**src/rtl/rsp_issue_pkg.sv**
```systemverilog
package rsp_issue_pkg;

  localparam logic [3:0] RT_LOAD  = 4'b0000;
  localparam logic [3:0] RT_IFILL = 4'b0001;
  localparam logic [3:0] RT_STRLD = 4'b0010;
  localparam logic [3:0] RT_EVICT = 4'b0011;
  localparam logic [3:0] RT_STACK = 4'b0100;
  localparam logic [3:0] RT_XLATE = 4'b0101;
  localparam logic [3:0] RT_STRST = 4'b0110;
  localparam logic [3:0] RT_CERR  = 4'b1100;

  // header in packet bit order, most significant field first
  typedef struct packed {
    logic [3:0] rtype;
    logic       l2miss;
    logic [1:0] err;
    logic       nc;
    logic [2:0] thr;
    logic       wayv;
    logic [1:0] mmu;
    logic       f4b;
    logic       second;
    logic       pf;
  } hdr_t;

  function automatic logic type_known(logic [3:0] t);
    case (t)
      RT_LOAD, RT_IFILL, RT_STRLD, RT_EVICT,
      RT_STACK, RT_XLATE, RT_STRST, RT_CERR: return 1'b1;
      default: return 1'b0;
    endcase
  endfunction

  function automatic logic rules_ok(hdr_t h);
    logic want_nc, want_miss;
    want_nc = (h.rtype == RT_XLATE) ||
              (h.rtype == RT_LOAD && h.pf) ||
              ((h.rtype == RT_LOAD || h.rtype == RT_STACK) && h.second);
    want_miss = (h.rtype == RT_EVICT || h.rtype == RT_CERR) && h.pf;
    return (!want_nc || h.nc) && (!want_miss || h.l2miss);
  endfunction

  function automatic logic has_room(int unsigned cnt, int unsigned need,
                                    int unsigned cap);
    return (cnt + need) <= cap;
  endfunction

endpackage

```
**src/rtl/rsp_hdr_check.sv**
```systemverilog
module rsp_hdr_check
  import rsp_issue_pkg::*;
(
  input  hdr_t hdr_i,
  input  logic atomic_i,
  output logic legal_o
);
  hdr_t hdr_b2;
  logic type_ok, first_ok, second_ok;

  always_comb begin
    hdr_b2        = hdr_i;
    hdr_b2.second = 1'b1;
  end

  assign type_ok   = type_known(hdr_i.rtype);
  assign first_ok  = rules_ok(hdr_i);
  assign second_ok = !atomic_i || rules_ok(hdr_b2);
  assign legal_o   = type_ok && first_ok && second_ok;
endmodule

```
**src/rtl/rsp_credit_bank.sv**
```systemverilog
module rsp_credit_bank #(
  parameter int NUM_CORES = 8,
  parameter int CNT_W     = 7
) (
  input  logic                       clk,
  input  logic                       rst_n,
  input  logic [NUM_CORES-1:0]       inc_vec,
  input  logic [NUM_CORES-1:0]       grant_vec,
  output logic [NUM_CORES*CNT_W-1:0] cnt_o,
  output logic [NUM_CORES-1:0]       underflow_o
);
  for (genvar i = 0; i < NUM_CORES; i++) begin : g_core
    logic [CNT_W-1:0] cnt_q;
    logic             dec;

    assign dec            = grant_vec[i] && (cnt_q != '0);
    assign underflow_o[i] = grant_vec[i] && (cnt_q == '0);
    assign cnt_o[i*CNT_W +: CNT_W] = cnt_q;

    always_ff @(posedge clk) begin
      if (!rst_n) cnt_q <= '0;
      else        cnt_q <= cnt_q + CNT_W'(inc_vec[i]) - CNT_W'(dec);
    end
  end
endmodule

```
**src/rtl/rsp_beat_seq.sv**
```systemverilog
module rsp_beat_seq
  import rsp_issue_pkg::*;
#(
  parameter int NUM_CORES = 8,
  parameter int PAYLOAD_W = 128,
  parameter int CORE_W    = 3,
  parameter int PKT_W     = 146
) (
  input  logic                 clk,
  input  logic                 rst_n,
  input  logic                 start_i,
  input  logic [CORE_W-1:0]    core_i,
  input  logic                 atomic_i,
  input  hdr_t                 hdr_i,
  input  logic [PAYLOAD_W-1:0] payload_i,
  output logic [NUM_CORES-1:0] req_o,
  output logic                 atom_o,
  output logic [PKT_W-1:0]     pkt_o,
  output logic                 beat2_o,
  output logic [NUM_CORES-1:0] issue_vec_o
);
  localparam int BODY_W = PKT_W - 1;

  function automatic logic [NUM_CORES-1:0] dec_core(logic [CORE_W-1:0] c);
    logic [NUM_CORES-1:0] v;
    v    = '0;
    v[c] = 1'b1;
    return v;
  endfunction

  logic [NUM_CORES-1:0] req_q;
  logic                 atom_q, b2_q;
  logic [BODY_W-1:0]    stage_q, save_q;
  logic [CORE_W-1:0]    save_core_q;
  logic [PKT_W-1:0]     pkt_q;
  hdr_t                 hdr_b2;

  always_comb begin
    hdr_b2        = hdr_i;
    hdr_b2.second = 1'b1;
  end

  always_comb begin
    if (start_i)   issue_vec_o = dec_core(core_i);
    else if (b2_q) issue_vec_o = dec_core(save_core_q);
    else           issue_vec_o = '0;
  end

  always_ff @(posedge clk) begin
    if (!rst_n) begin
      req_q       <= '0;
      atom_q      <= 1'b0;
      b2_q        <= 1'b0;
      stage_q     <= '0;
      save_q      <= '0;
      save_core_q <= '0;
      pkt_q       <= '0;
    end else begin
      pkt_q <= (|req_q) ? {1'b1, stage_q} : '0;
      if (start_i) begin
        req_q       <= dec_core(core_i);
        atom_q      <= atomic_i;
        b2_q        <= atomic_i;
        stage_q     <= {hdr_i, payload_i};
        save_q      <= {hdr_b2, payload_i};
        save_core_q <= core_i;
      end else if (b2_q) begin
        req_q   <= dec_core(save_core_q);
        atom_q  <= 1'b0;
        b2_q    <= 1'b0;
        stage_q <= save_q;
      end else begin
        req_q  <= '0;
        atom_q <= 1'b0;
      end
    end
  end

  assign req_o   = req_q;
  assign atom_o  = atom_q;
  assign pkt_o   = pkt_q;
  assign beat2_o = b2_q;
endmodule

```
**src/rtl/rsp_issue_ctrl.sv**
```systemverilog
module rsp_issue_ctrl
  import rsp_issue_pkg::*;
#(
  parameter int NUM_CORES = 8,
  parameter int PAYLOAD_W = 128,
  parameter int MAX_OUT   = 64,
  localparam int CORE_W   = $clog2(NUM_CORES),
  localparam int CNT_W    = $clog2(MAX_OUT + 1),
  localparam int HDR_W    = $bits(hdr_t),
  localparam int PKT_W    = PAYLOAD_W + HDR_W + 1
) (
  input  logic                 clk,
  input  logic                 rst_n,
  input  logic                 in_valid,
  output logic                 in_ready,
  input  logic [CORE_W-1:0]    in_core,
  input  logic [3:0]           in_rtype,
  input  logic                 in_l2miss,
  input  logic [1:0]           in_err,
  input  logic                 in_nc,
  input  logic [2:0]           in_thread,
  input  logic                 in_wayv,
  input  logic [1:0]           in_mmu,
  input  logic                 in_f4b,
  input  logic                 in_second,
  input  logic                 in_pf,
  input  logic                 in_atomic,
  input  logic [PAYLOAD_W-1:0] in_payload,
  output logic [NUM_CORES-1:0] out_req,
  output logic                 out_atom,
  output logic [PKT_W-1:0]     out_pkt,
  input  logic [NUM_CORES-1:0] grant,
  output logic                 reject,
  output logic                 proto_err
);
  hdr_t                       hdr_in;
  logic                       hdr_legal;
  logic                       accept, issue_go, room, beat2_pend;
  logic [CNT_W-1:0]           cnt_sel;
  logic [NUM_CORES*CNT_W-1:0] cnt_flat;
  logic [NUM_CORES-1:0]       issue_vec, underflow_vec;
  logic                       rej_q, perr_q;

  assign hdr_in = {in_rtype, in_l2miss, in_err, in_nc, in_thread,
                   in_wayv, in_mmu, in_f4b, in_second, in_pf};

  rsp_hdr_check u_hdr (
    .hdr_i    (hdr_in),
    .atomic_i (in_atomic),
    .legal_o  (hdr_legal)
  );

  assign cnt_sel  = cnt_flat[in_core*CNT_W +: CNT_W];
  assign room     = has_room(32'(cnt_sel), in_atomic ? 32'd2 : 32'd1,
                             32'(MAX_OUT));
  assign in_ready = !beat2_pend && room;
  assign accept   = in_valid && in_ready;
  assign issue_go = accept && hdr_legal;

  rsp_beat_seq #(
    .NUM_CORES (NUM_CORES),
    .PAYLOAD_W (PAYLOAD_W),
    .CORE_W    (CORE_W),
    .PKT_W     (PKT_W)
  ) u_seq (
    .clk         (clk),
    .rst_n       (rst_n),
    .start_i     (issue_go),
    .core_i      (in_core),
    .atomic_i    (in_atomic),
    .hdr_i       (hdr_in),
    .payload_i   (in_payload),
    .req_o       (out_req),
    .atom_o      (out_atom),
    .pkt_o       (out_pkt),
    .beat2_o     (beat2_pend),
    .issue_vec_o (issue_vec)
  );

  rsp_credit_bank #(
    .NUM_CORES (NUM_CORES),
    .CNT_W     (CNT_W)
  ) u_credit (
    .clk         (clk),
    .rst_n       (rst_n),
    .inc_vec     (issue_vec),
    .grant_vec   (grant),
    .cnt_o       (cnt_flat),
    .underflow_o (underflow_vec)
  );

  always_ff @(posedge clk) begin
    if (!rst_n) begin
      rej_q  <= 1'b0;
      perr_q <= 1'b0;
    end else begin
      rej_q  <= accept && !hdr_legal;
      perr_q <= perr_q || (|underflow_vec);
    end
  end

  assign reject    = rej_q;
  assign proto_err = perr_q;
endmodule

```
**config.mk**
```make
export PLATFORM = sky130hd
export DESIGN_NAME = rsp_issue_ctrl
export DESIGN_NICKNAME = d
export VERILOG_FILES = /design/src/rtl/rsp_issue_pkg.sv /design/src/rtl/rsp_hdr_check.sv /design/src/rtl/rsp_credit_bank.sv /design/src/rtl/rsp_beat_seq.sv /design/src/rtl/rsp_issue_ctrl.sv
export SDC_FILE = /design/constraint.sdc
export NUM_CORES = 1
export LEC_CHECK = 0
export ABC_AREA = 1
export BUFFER_PORTS_ARGS = -buffer_cell sky130_fd_sc_hd__buf_2
export CORE_ASPECT_RATIO = 1.4
export CORE_MARGIN = 3
export CORE_UTILIZATION = 50
export DETAILED_ROUTE_END_ITERATION = 12
export PLACE_DENSITY = 0.79
export REMOVE_ABC_BUFFERS = 1
export SYNTH_ARGS = -nofsm -noshare
export SYNTH_HDL_FRONTEND = slang
export SYNTH_SLANG_ARGS = --single-unit
```
**constraint.sdc**
```tcl
create_clock -name clk -period 5.65 [get_ports clk]
set_input_delay 0.2825 -clock clk [delete_from_list [all_inputs] [get_ports clk]]
set_output_delay 0.2825 -clock clk [all_outputs]
set_load 0.03 [all_outputs]
```
Word level (Yosys, flattened, before mapping). Memory sizes are Yosys's and may differ from the RTL's. Index checks and enable logic that the tools add are counted. W data, S select, Z words.

Bits in registers: 506. Bits in latches: 0. RAM bits: 0. Memory bits (read-only): 16. Output and inout port bits: 158. Logic and storage cells: 123. Memories: 1.

Memories: (name not given) (words 16, bits a word 1, rd ports 1, clocked after memory_dff 0, wr ports 0, RTL line rsp_issue_pkg.sv:27) `case (t)`.

Add/sub/neg operators: 17. $mul: 1. Divide/modulo/power cells: 0. Order comparisons: 5. Equal/unequal tests: 4. Shift-type cells: 1. Mux-type cells: 10. Bitwise gates (word level): 0. Reduce and logical (&&, ||, !) cells: 67.

Operators with widths (number): $mux W145 (2); $mux W146 (1); $add A7 B1 Y7 (8); $logic_not A7 Y1 (8); $reduce_bool A7 Y1 (8); $shiftx A56 B7 Y7 (1); $sub A7 B1 Y7 (8); $logic_and A1 B1 Y1 (29); $mux W8 (2); $reduce_or A8 Y1 (2); $logic_or A1 B1 Y1 (10); $add A7 B2 Y8 (1); $eq A4 B3 Y1 const B (2); $le A8 B7 Y1 const B (1); $lt A3 B4 Y1 const B (2); $demux W1 S3 (2); $ge A3 B1 Y1 const B (2); $logic_not A1 Y1 (6); $mul A3 B3 Y6 const B (1); $eq A4 B2 Y1 const B (1); $eq A4 B4 Y1 const B (1); $logic_not A4 Y1 (1); $reduce_and A2 Y1 (2); $mux W1 (2); other kinds (2) (2).

Logic depth before layout (Yosys ltp). Gate-level depths: netlist (run 1).

Depth in word-level cells: 13. Depth in mapped cells: 33. Gate-level depth less buffers: 31.

Hierarchy. Synthesis (run 1) repeated with hierarchy kept, for this count alone.

Cell total of the unflattened synthesis: 2662. Area, all modules: 20497.2 µm².

Modules (own cells, without submodules): rsp_beat_seq (instances 1, cells an instance 1817, area each 15134.5 µm², seq. area each 8968.6 µm²); rsp_credit_bank (instances 1, cells an instance 622, area each 4285.4 µm², seq. area each 1121.1 µm²); rsp_issue_ctrl (instances 1, cells an instance 204, area each 992.2 µm², seq. area each 40.0 µm²); rsp_hdr_check (instances 1, cells an instance 19, area each 85.1 µm², seq. area each 0.0 µm²).

Least setup slack after synthesis (run 1). OpenSTA, ideal clock, no wires.

Path kind: in2reg. Start: input in_core[0]. End: register u_credit.g_core[0].cnt_q[6]. Library setup time: 0.070 ns. Arrival: 4.835 ns. Path slack: 0.745 ns. Cell stages on the path: 32. Cells stage by stage: buf_2 buf_2 clkbuf_1 a21oi_1 o21ai_0 o2111ai_1 ha_1 fa_1 nor2_1 inv_1 nor3_1 nand2_1 nand2_1 nand2_1 nand2_1 nand2_1 nor2_2 clkbuf_1 nand4_1 and2_1 ha_1 inv_1 ha_1 inv_1 fa_1 o31ai_1 inv_1 nor2_1 nor2_1 o21bai_1 o21ai_0 a21oi_1.

Word-level cells in the longest chain between the ends: 10. Elaborated cells between the ends (all ways): 15. Those cells by class: add/sub: 3; mul: 1; order compare: 3; shift: 1; mux: 3; reduce/logical: 4.

RTL lines: start, declared (RTL line rsp_issue_ctrl.sv:16) `input logic [CORE_W-1:0] in_core,`; $mul A3 B3 Y6 (RTL line rsp_issue_ctrl.sv:53) `assign cnt_sel = cnt_flat[in_core*CNT_W +: CNT_W];`; $shiftx A56 B7 Y7 (RTL line rsp_issue_ctrl.sv:53); $add A7 B2 Y8 (RTL line rsp_issue_pkg.sv:45) `return (cnt + need) <= cap;`; $le A8 B7 Y1 (RTL line rsp_issue_pkg.sv:45); $logic_and A1 B1 Y1 (RTL line rsp_issue_ctrl.sv:56) `assign in_ready = !beat2_pend && room;`; $logic_and A1 B1 Y1 (RTL line rsp_issue_ctrl.sv:57) `assign accept = in_valid && in_ready;`; $logic_and A1 B1 Y1 (RTL line rsp_issue_ctrl.sv:58) `assign issue_go = accept && hdr_legal;`; $mux W8 (*) (RTL line rsp_beat_seq.sv:44) `if (start_i) issue_vec_o = dec_core(core_i);`; $add A7 B1 Y7 (*) (RTL line rsp_credit_bank.sv:22) `else cnt_q <= cnt_q + CNT_W'(inc_vec[i]) - CNT_W'(dec);`; $sub A7 B1 Y7 (*) (RTL line rsp_credit_bank.sv:22); end signal, assigned (RTL line rsp_credit_bank.sv:22); end, declared (RTL line rsp_credit_bank.sv:13) `logic [CNT_W-1:0] cnt_q;`.

Mark *: on every way between the ends. The rest lies on a longest branch, timed or not. A chain may end at the register's enable or synchronous reset.

Worst setup path in the final report (run 1).
Start: register u_credit.g_core[7].cnt_q[1]. End: register u_credit.g_core[5].cnt_q[6].

Word-level cells in the longest chain between the ends: 9.

RTL lines (RTL line): start, declared (rsp_credit_bank.sv:13); start signal, assigned (rsp_credit_bank.sv:22); $shiftx A56 B7 Y7 (rsp_issue_ctrl.sv:53); $add A7 B2 Y8 (rsp_issue_pkg.sv:45); $le A8 B7 Y1 (rsp_issue_pkg.sv:45); $logic_and A1 B1 Y1 (rsp_issue_ctrl.sv:56); $logic_and A1 B1 Y1 (rsp_issue_ctrl.sv:57); $logic_and A1 B1 Y1 (rsp_issue_ctrl.sv:58); $mux W8 (rsp_beat_seq.sv:44); $add A7 B1 Y7 (rsp_credit_bank.sv:22); $sub A7 B1 Y7 (rsp_credit_bank.sv:22); end signal, assigned (rsp_credit_bank.sv:22); end, declared (rsp_credit_bank.sv:13).

No other way between the ends.

==> impl_metrics.py, run 1 <==
metrics = {
    "power_and_ir_drop": {
        "p_per_area_nw_per_um2": 418.5,
        "ir_drop_uv": 309.3,
        "p_leak_nw": 11.30,
        "power_mw": 9.689,
    },
    "drt": {
        "wl_per_cell_um": 15.00,
        "first_iter_violations": 1237,
        "drt-total-wl_mm": 51.22,
        "vias": 17270,
        "drt-pass1-iter-count": 5,
        "vias_per_cell": 5.059,
        "route.detailed.drc": 0,
        "ant_nets": 0,
    },
    "synth": {
        "ys_seq_area_share_pct": 51.81,
        "synthCells": 2585,
        "yosysWarnings": 0,
        "syn_area_per_cell_um2": 7.563,
        "synth_top_area_share_pct": 51.81,
        "ys_ff_latch": 506,
        "netlist_top_cells_area": "dfxtp_1, nand2_1, inv_1",
        "syn-cell-area_um2": 19550,
        "synth_top_cell_by_area": "dfxtp_1",
        "synth_cell_types": 32,
    },
    "place": {
        "port_buffers": 317,
        "place.gp.congestion": 0.9393,
        "dp_hpwl_mm": 33.58,
        "preCtsSetupSlack_ps": 483.9,
    },
    "clocking": {
        "clock-sinks": 506,
        "ctsLongestPathBuffers": 3,
        "cts-buffers-inserted": 46,
        "cts_max_level": 2,
        "post_cts_buffers": 0,
        "root_buffer": "clkbuf_16",
        "clk_pin_slew_worst_paths_ps": 70,
        "cts_tree": "built",
        "clock_latency_ps": 550,
    },
    "global_routing": {
        "grt-ovfl-total": 0,
        "grt_usage_pct": 23.63,
        "grt_pass1_wl_mm": 81.36,
        "grt_pass1_vias": 16870,
        "antenna_found_initial": 1,
        "grt_start_max_net_pins": 94,
    },
    "finish": {
        "multi_input_area_um2": 7845,
        "final_nets": 3099,
        "syn2layout_area_growth_pct": 18.41,
        "layout_common_cells": "nand2_1, dfxtp_1, buf_2",
        "drive_above_1_share_pct": 14.74,
        "seqCellArea_um2": 10130,
        "fillers": 3321,
        "final_common_cell": "nand2_1",
    },
    "timing": {
        "period_share_pct": 86.52,
        "drv_slew": 0,
        "worstMarginPinSlew_ps": 1117,
        "relSlewSlack_pct": 25.52,
        "min_period_ps": 4889,
        "hold-worst-slack_ps": 25.57,
        "finClkSkew_ps": 10.56,
        "setup_viol": 0,
        "rsz0062_at_grt": "no",
        "setup_ws_ps": 761.5,
        "finalHoldViolCount": 0,
        "fin_tns_setup_ps": 0,
        "fmax_ghz": 0.2046,
    },
    "outcome": {
        "status": "finished clean",
    },
    "die": {
        "fp-row-count": 85,
        "die_h_um": 240.0,
        "initial_core_util_pct": 50.78,
        "die_area_um2": 41540,
        "die_x_um": 173.1,
        "boundaryPins": 318,
        "core_area_um2": 38500,
    },
    "setup_path": {
        "cp-end-kind": "register",
        "arrival_ps": 5370,
        "path_max_fanout": 13,
        "crit_type": "register to register",
        "required_ps": 6130,
        "worstSetupStartpointType": "register",
    },
    "flow_run": {
        "max-cap-violations": 0,
    },
    "worst_hold_path": {
        "hold_class": "input port to register",
    },
}
## layout make-up
cell class / instances / share of cell area, %
flip-flops and latches: 506 / 43.75
multi-input cells: 1669 / 33.89
repair buffers: 348 / 8.118
clock buffers: 65 / 5.675
inverters: 285 / 4.653
well taps: 522 / 2.821
clock inverters: 18 / 1.081
diodes: 1 / 0.01081
## worst max-delay path: stages (launching register included)
cell	delay (ps)
dfxtp_1	330
inv_1	150
a21oi_1	80
o21ai_0	170
o2111ai_1	280
fa_1	500
nor2_1	150
inv_1	60
nor3_1	180
nand2_1	70
nand2_1	60
nand2_1	50
nand2_1	110
nand4_4	230
nor2_1	240
a21oi_1	110
ha_1	310
inv_1	60
ha_1	150
inv_1	50
fa_1	410
o31ai_1	340
inv_1	70
nor2_1	160
nor2_1	60
o21bai_1	170
o21ai_0	110
a21oi_1	170
## synthesized netlist by cell type, drive strengths merged
library cell and number:
o21ai 54, fa 9, nor2 279, o211ai 1, o21bai 8, nand3 166
a211oi 1, nor3 21, a22o 1, and2 2, o31ai 5, nor4 7
a21oi 204, ha 74, nor3b 1, a21o 2, buf 55, clkbuf 70
xnor2 8, inv 285, nand4 7, o2111ai 2, a31oi 6, dfxtp 506
nand2 811
## report_power, final
part / switching, mW / internal, mW
Combinational: 1.57 / 0.869
Sequential: 0.191 / 3.87
Clock: 1.33 / 1.86
Total: 3.09 / 6.60
## logic make-up after synthesis
kind of cell             share of synthesized area, %
adder cells (fa/ha/maj)                         5.657
buffers and inverters                           8.198
AO/OA/AOI/OAI                                   7.641
XOR/XNOR                                       0.3584
flip-flops                                      51.81
AND/OR/NAND/NOR                                 26.33
## registers in the layout (all words and copies together), names as in the netlist
signal and flops:
u_seq.atom_o 1, u_seq.save_q 145, reject 1, u_seq.save_core_q 3, u_seq.req_o 8, u_seq.pkt_o 146, u_credit.g_core.cnt_q 56, proto_err 1
u_seq.stage_q 145
## what timing repair did
item                                   4_1_cts  5_1_grt
resized for setup                            0        0
endpoints found under the hold margin        4        0
hold buffers                                 4        0
setup endpoints to repair                    0        0
## final timing paths
check / start / slack [ps] / cells past startpoint / end
setup / recovery: u_credit.g_core[7].cnt_q[1]$_SDFF_PN0_ / 760 / 27 / u_credit.g_core[5].cnt_q[6]$_SDFF_PN0_
hold / removal: in_payload[97] / 30 / 3 / u_seq.save_q[97]$_SDFFE_PN0N_
setup reg to reg: u_credit.g_core[7].cnt_q[1]$_SDFF_PN0_ / 760 / 27 / u_credit.g_core[5].cnt_q[6]$_SDFF_PN0_
hold reg to reg: u_seq.stage_q[114]$_SDFFE_PN0P_ / 420 / 2 / u_seq.pkt_o[114]$_SDFF_PN0_
## routing by layer
| metal | wire (um) | track usage (%) | vias up |
|---|---|---|---|
| li1 | - | - | 8555 |
| met1 | 20420 | 26.75 | 8021 |
| met2 | 25820 | 43.76 | 551 |
| met3 | 2510 | 2.938 | 146 |
| met4 | 2466 | 11.95 | 0 |
| met5 | 0 | 0 | - |
## stage by stage
stage / area [um2] / instances / util [%]
CTS: 23150 / 3413 / 60.13
global route: 23150 / 3414 / 60.13
floorplan: 19020 / 2460 / -
global placement: 21540 / 3326 / 55.96
finish: 23150 / 3414 / 60.13
detailed placement: 21540 / 3326 / 55.96
(Power assumes the default switching activity.)
==> run 2, diff against run 1 <==
HOLD_SLACK_MARGIN = 0.08   (was default)
==> impl_metrics.py, run 2 (synthesis gave the netlist of run 1 again) <==
metrics = {
    "outcome": {
        "status": "finished clean",
    },
    "timing": {
        "setup_viol": 0,
        "finClkSkew_ps": 16.41,
        "drv_slew": 0,
        "relSlewSlack_pct": 24.45,
        "worstMarginPinSlew_ps": 1133,
        "min_period_ps": 5137,
        "setup_ws_ps": 512.6,
        "rsz0062_at_grt": "no",
        "fmax_ghz": 0.1946,
        "period_share_pct": 90.93,
        "finalHoldViolCount": 0,
    },
    "power_and_ir_drop": {
        "power_switching_mw": 3.144,
        "seq_power_share_pct": 41.4,
        "swShare_pct": 32.03,
        "power_mw": 9.816,
        "p_leak_nw": 11.92,
        "ir_drop_uv": 310.6,
        "p_comb_share_pct": 26.1,
        "clkPwrFrac_pct": 32.6,
        "internal_power_mw": 6.671,
        "p_per_area_nw_per_um2": 398.6,
    },
    "global_routing": {
        "grt-ovfl-total": 0,
        "grt_usage_pct": 26.36,
        "grt_start_max_net_pins": 94,
        "grt_pass1_vias": 18050,
        "antenna_found_initial": 0,
        "grt_pass1_wl_mm": 90.57,
    },
    "clocking": {
        "cts-buffers-inserted": 46,
        "clock_latency_ps": 560,
        "clock-sinks": 506,
        "ctsLongestPathBuffers": 3,
        "root_buffer": "clkbuf_16",
        "cts_max_level": 2,
        "cts_tree": "built",
        "clk_pin_slew_worst_paths_ps": 60,
    },
    "drt": {
        "wl_per_cell_um": 15.92,
        "first_iter_violations": 1610,
        "route.detailed.drc": 0,
        "vias_per_cell": 5.138,
        "drt-total-wl_mm": 56.68,
        "ant_nets": 0,
        "drt-pass1-iter-count": 8,
        "vias": 18300,
    },
    "finish": {
        "drive_above_1_share_pct": 14.06,
        "fillers": 2998,
        "final_nets": 3246,
        "syn2layout_area_growth_pct": 25.96,
        "final_common_cell": "nand2_1",
        "final_cell_area_um2": 24630,
        "largest_reg_flops": 146,
        "layout_common_cells": "nand2_1, dfxtp_1, buf_2",
    },
    "place": {
        "preCtsSetupSlack_ps": 483.9,
        "placed_cell_area_um2": 21540,
        "dp_hpwl_mm": 33.58,
        "place.gp.congestion": 0.9393,
        "port_buffers": 317,
    },
    "die": {
        "die_area_um2": 41540,
        "die_h_um": 240.0,
        "initial_core_util_pct": 50.78,
        "die_x_um": 173.1,
        "boundaryPins": 318,
        "fp-row-count": 85,
        "core_area_um2": 38500,
    },
    "flow_run": {
        "max-cap-violations": 0,
    },
    "worst_hold_path": {
        "hold_class": "input port to register",
    },
    "setup_path": {
        "worstSetupStartpointType": "input port",
        "cp-end-kind": "register",
        "slowest_delay_ps": 540,
        "path_max_fanout": 13,
        "cp_slowest_cell": "dlygate4sd3_1",
        "arrival_ps": 5620,
        "crit_type": "input port to register",
        "required_ps": 6130,
    },
}
[run 2: changes by cell type in the layout (fill, tap and decap cells not counted), sizes merged]
cell	change
dlygate4sd3	+147
[run 2: layer usage]
metal  up-vias  global-route usage, %  part of all wire (%)
met5         -                      0                     0
met3       253                  4.392                   6.1
li1       8846                      -                     -
met4         0                  15.96                   6.3
met1      8383                  30.63                    38
met2       814                  45.76                    49
[run 2: through the flow]
stage          instances  utilization (%)  hold slack (ps)  TNS (ps)
4_1_cts             3560            63.95            311.6         0
6_report            3561            63.97            356.3         0
3_5_place_dp        3326            55.96            414.8         0
3_3_place_gp        3326            55.96            412.5         0
2_1_floorplan       2460                -            376.0   -680460
5_1_grt             3560            63.96            378.3         0
[run 2: what timing repair did]
item	in CTS	in global routing
buffers inserted	0	0
hold endpoints to repair	226	0
endpoints found under the setup margin	0	1
gates resized for setup	0	1
hold buffers	151	0
[run 2: final timing paths]
| kind | startpoint | to | slack (ps) | cells after the start |
|---|---|---|---|---|
| setup reg to reg | u_credit.g_core[7].cnt_q[1]$_SDFF_PN0_ | u_credit.g_core[5].cnt_q[6]$_SDFF_PN0_ | 800 | 27 |
| setup / recovery | in_core[2] | u_credit.g_core[5].cnt_q[6]$_SDFF_PN0_ | 510 | 31 |
| hold / removal | in_core[0] | u_seq.req_o[5]$_SDFF_PN0_ | 360 | 4 |
| hold reg to reg | u_seq.stage_q[114]$_SDFFE_PN0P_ | u_seq.pkt_o[114]$_SDFF_PN0_ | 420 | 2 |
[run 2: power groups by stage]
stage | clock, mW | combinational, mW | sequential, mW
after floorplan | 0 | 1.75 | 4.10
after global placement | 0 | 2.30 | 4.12
after detailed placement | 0 | 2.42 | 4.13
after CTS | 3.25 | 2.53 | 4.06
after global routing | 3.40 | 2.89 | 4.09
final | 3.20 | 2.56 | 4.06
[run 2: layout make-up]
class	count	area (um2)	area share, %
sequential	506	10130	41.13
multi-input combinational	1669	7850	31.88
timing repair buffer	495	3351	13.61
clock buffer	65	1314	5.335
inverter	285	1077	4.374
tap	522	653.1	2.652
clock inverter	18	250.2	1.016
antenna	1	2.502	0.01016
[run 2: critical path: cells and delay by family]
family / cells / cell delay [ps]
AO/OA/AOI/OAI: 7 / 1150
adder cells (fa/ha/maj): 5 / 1520
buffers and inverters: 7 / 1050
AND/OR/NAND/NOR: 12 / 1620
==> run 3, diff against run 2 <==
CORE_ASPECT_RATIO = default   (was 1.4)
==> impl_metrics.py, run 3 (synthesis gave the netlist of run 1 again) <==
metrics = {
    "drt": {
        "wl_per_cell_um": 15.62,
        "vias_per_cell": 5.159,
        "drt-pass1-iter-count": 6,
        "drt-total-wl_mm": 55.44,
        "ant_nets": 0,
        "first_iter_violations": 1239,
        "route.detailed.drc": 0,
        "vias": 18320,
    },
    "global_routing": {
        "grt-ovfl-total": 0,
        "grt_pass1_wl_mm": 88.67,
        "grt_start_max_net_pins": 146,
        "antenna_found_initial": 0,
        "grt_pass1_vias": 18380,
        "grt_usage_pct": 25.96,
    },
    "timing": {
        "setup_viol": 0,
        "hold-worst-slack_ps": 318.0,
        "fmax_ghz": 0.1978,
        "rsz0062_at_grt": "no",
        "min_period_ps": 5056,
        "drv_slew": 0,
        "worstMarginPinSlew_ps": 1028,
        "period_share_pct": 89.49,
        "finClkSkew_ps": 25.15,
        "relSlewSlack_pct": 31.47,
        "finalHoldViolCount": 0,
    },
    "clocking": {
        "clock-sinks": 506,
        "clock_latency_ps": 600,
        "cts_tree": "built",
        "cts-buffers-inserted": 51,
        "clk_pin_slew_worst_paths_ps": 60,
        "ctsLongestPathBuffers": 3,
        "root_buffer": "clkbuf_16",
        "cts_max_level": 2,
        "post_cts_buffers": 0,
    },
    "finish": {
        "largest_reg_flops": 146,
        "drive_above_1_share_pct": 14.02,
        "n_antenna_cell": 0,
        "final_common_cell": "nand2_1",
        "syn2layout_area_growth_pct": 26.60,
        "final_nets": 3242,
        "layout_common_cells": "nand2_1, dfxtp_1, buf_2",
        "fin_util_pct": 64.95,
        "final_cells": 3550,
        "final_cell_area_um2": 24750,
    },
    "power_and_ir_drop": {
        "swShare_pct": 31.87,
        "seq_power_share_pct": 40.0,
        "p_per_area_nw_per_um2": 410.9,
        "power_switching_mw": 3.241,
        "p_comb_share_pct": 24.8,
        "ir_drop_uv": 307.7,
        "clkPwrFrac_pct": 35.2,
        "p_leak_nw": 11.98,
        "internal_power_mw": 6.928,
    },
    "die": {
        "fp-row-count": 71,
        "boundaryPins": 318,
        "die_area_um2": 41510,
        "core_area_um2": 38110,
        "die_h_um": 203.7,
        "initial_core_util_pct": 51.30,
        "die_x_um": 203.7,
    },
    "setup_path": {
        "cp_common_cell": "inv_1",
        "path_max_fanout": 13,
        "cp-end-kind": "register",
        "worstSetupStartpointType": "input port",
        "required_ps": 6160,
        "arrival_ps": 5570,
        "crit_type": "input port to register",
        "reg2regPathDepth": 28,
        "slowest_delay_ps": 530,
        "cp_slowest_cell": "dlygate4sd3_1",
    },
    "place": {
        "place.gp.congestion": 0.8788,
        "dp_cells": 3306,
        "placed_cell_area_um2": 21440,
        "port_buffers": 317,
        "dp_hpwl_mm": 32.90,
    },
    "outcome": {
        "status": "finished clean",
    },
    "flow_run": {
        "max-cap-violations": 0,
    },
    "worst_hold_path": {
        "hold_class": "input port to register",
        "min_path_cells": 4,
    },
}
## run 3: changes by cell type in the layout (fill, tap and decap cells not counted), sizes merged
cell      previous run  this run
buf                344       335
clkinvlp             2         0
clkinv              11         9
inv                285       289
clkbuf              65        73
bufinv               5         7
diode                1         0
## run 3: metal layers
metal  track usage, %  share of wire, %  up-vias
met5                0                 0        -
met4            12.22               4.3        0
met2            45.86                48      829
li1                 -                 -     8857
met3            5.204               8.0      162
met1            30.25                40     8468
## run 3: critical path: cells and delay by family
family	cells	cell delay, ps
AND/OR/NAND/NOR	12	1530
adder cells (fa/ha/maj)	5	1490
AO/OA/AOI/OAI	7	1160
buffers and inverters	8	1080
## run 3: stage by stage
stage / total power, mW / setup WS (ps) / setup TNS (ps)
final: 10.17 / 593.6 / 0
after global routing: 10.76 / 78.59 / 0
after CTS: 10.19 / 646.5 / 0
after detailed placement: 6.524 / 483.7 / 0
after global placement: 6.377 / 584.9 / 0
after floorplan: 5.844 / -3021 / -680460
## run 3: power groups by stage
stage                     clock network (mW)  registers (mW)  logic (mW)
after floorplan                            0            4.10        1.75
after global placement                     0            4.12        2.25
after detailed placement                   0            4.14        2.39
after CTS                               3.63            4.06        2.50
after global routing                    3.78            4.09        2.89
final                                   3.58            4.06        2.53
## run 3: final cells by class
class                   instances  area [um2]
clock buffers                  73        1449
clock inverters                20       347.8
fillers                      2945       13360
inverters                     285        1077
multi-input cells            1669        7850
flip-flops and latches        506       10130
well taps                     511       639.4
repair buffers                486        3258
## run 3: worst paths after layout
check / start / slack [ps] / end
setup / recovery: in_core[1] / 590 / u_credit.g_core[5].cnt_q[6]$_SDFF_PN0_
hold / removal: in_core[0] / 320 / u_seq.req_o[7]$_SDFF_PN0_
setup reg to reg: u_credit.g_core[6].cnt_q[0]$_SDFF_PN0_ / 850 / u_credit.g_core[5].cnt_q[6]$_SDFF_PN0_
hold reg to reg: u_seq.stage_q[73]$_SDFFE_PN0P_ / 420 / u_seq.pkt_o[73]$_SDFF_PN0_
## run 3: repair_timing
| item | CTS | global route |
|---|---|---|
| setup endpoints to repair | 0 | 1 |
| hold endpoints to repair | 283 | 0 |
| hold buffers | 151 | 0 |
| gates resized for setup | 0 | 1 |
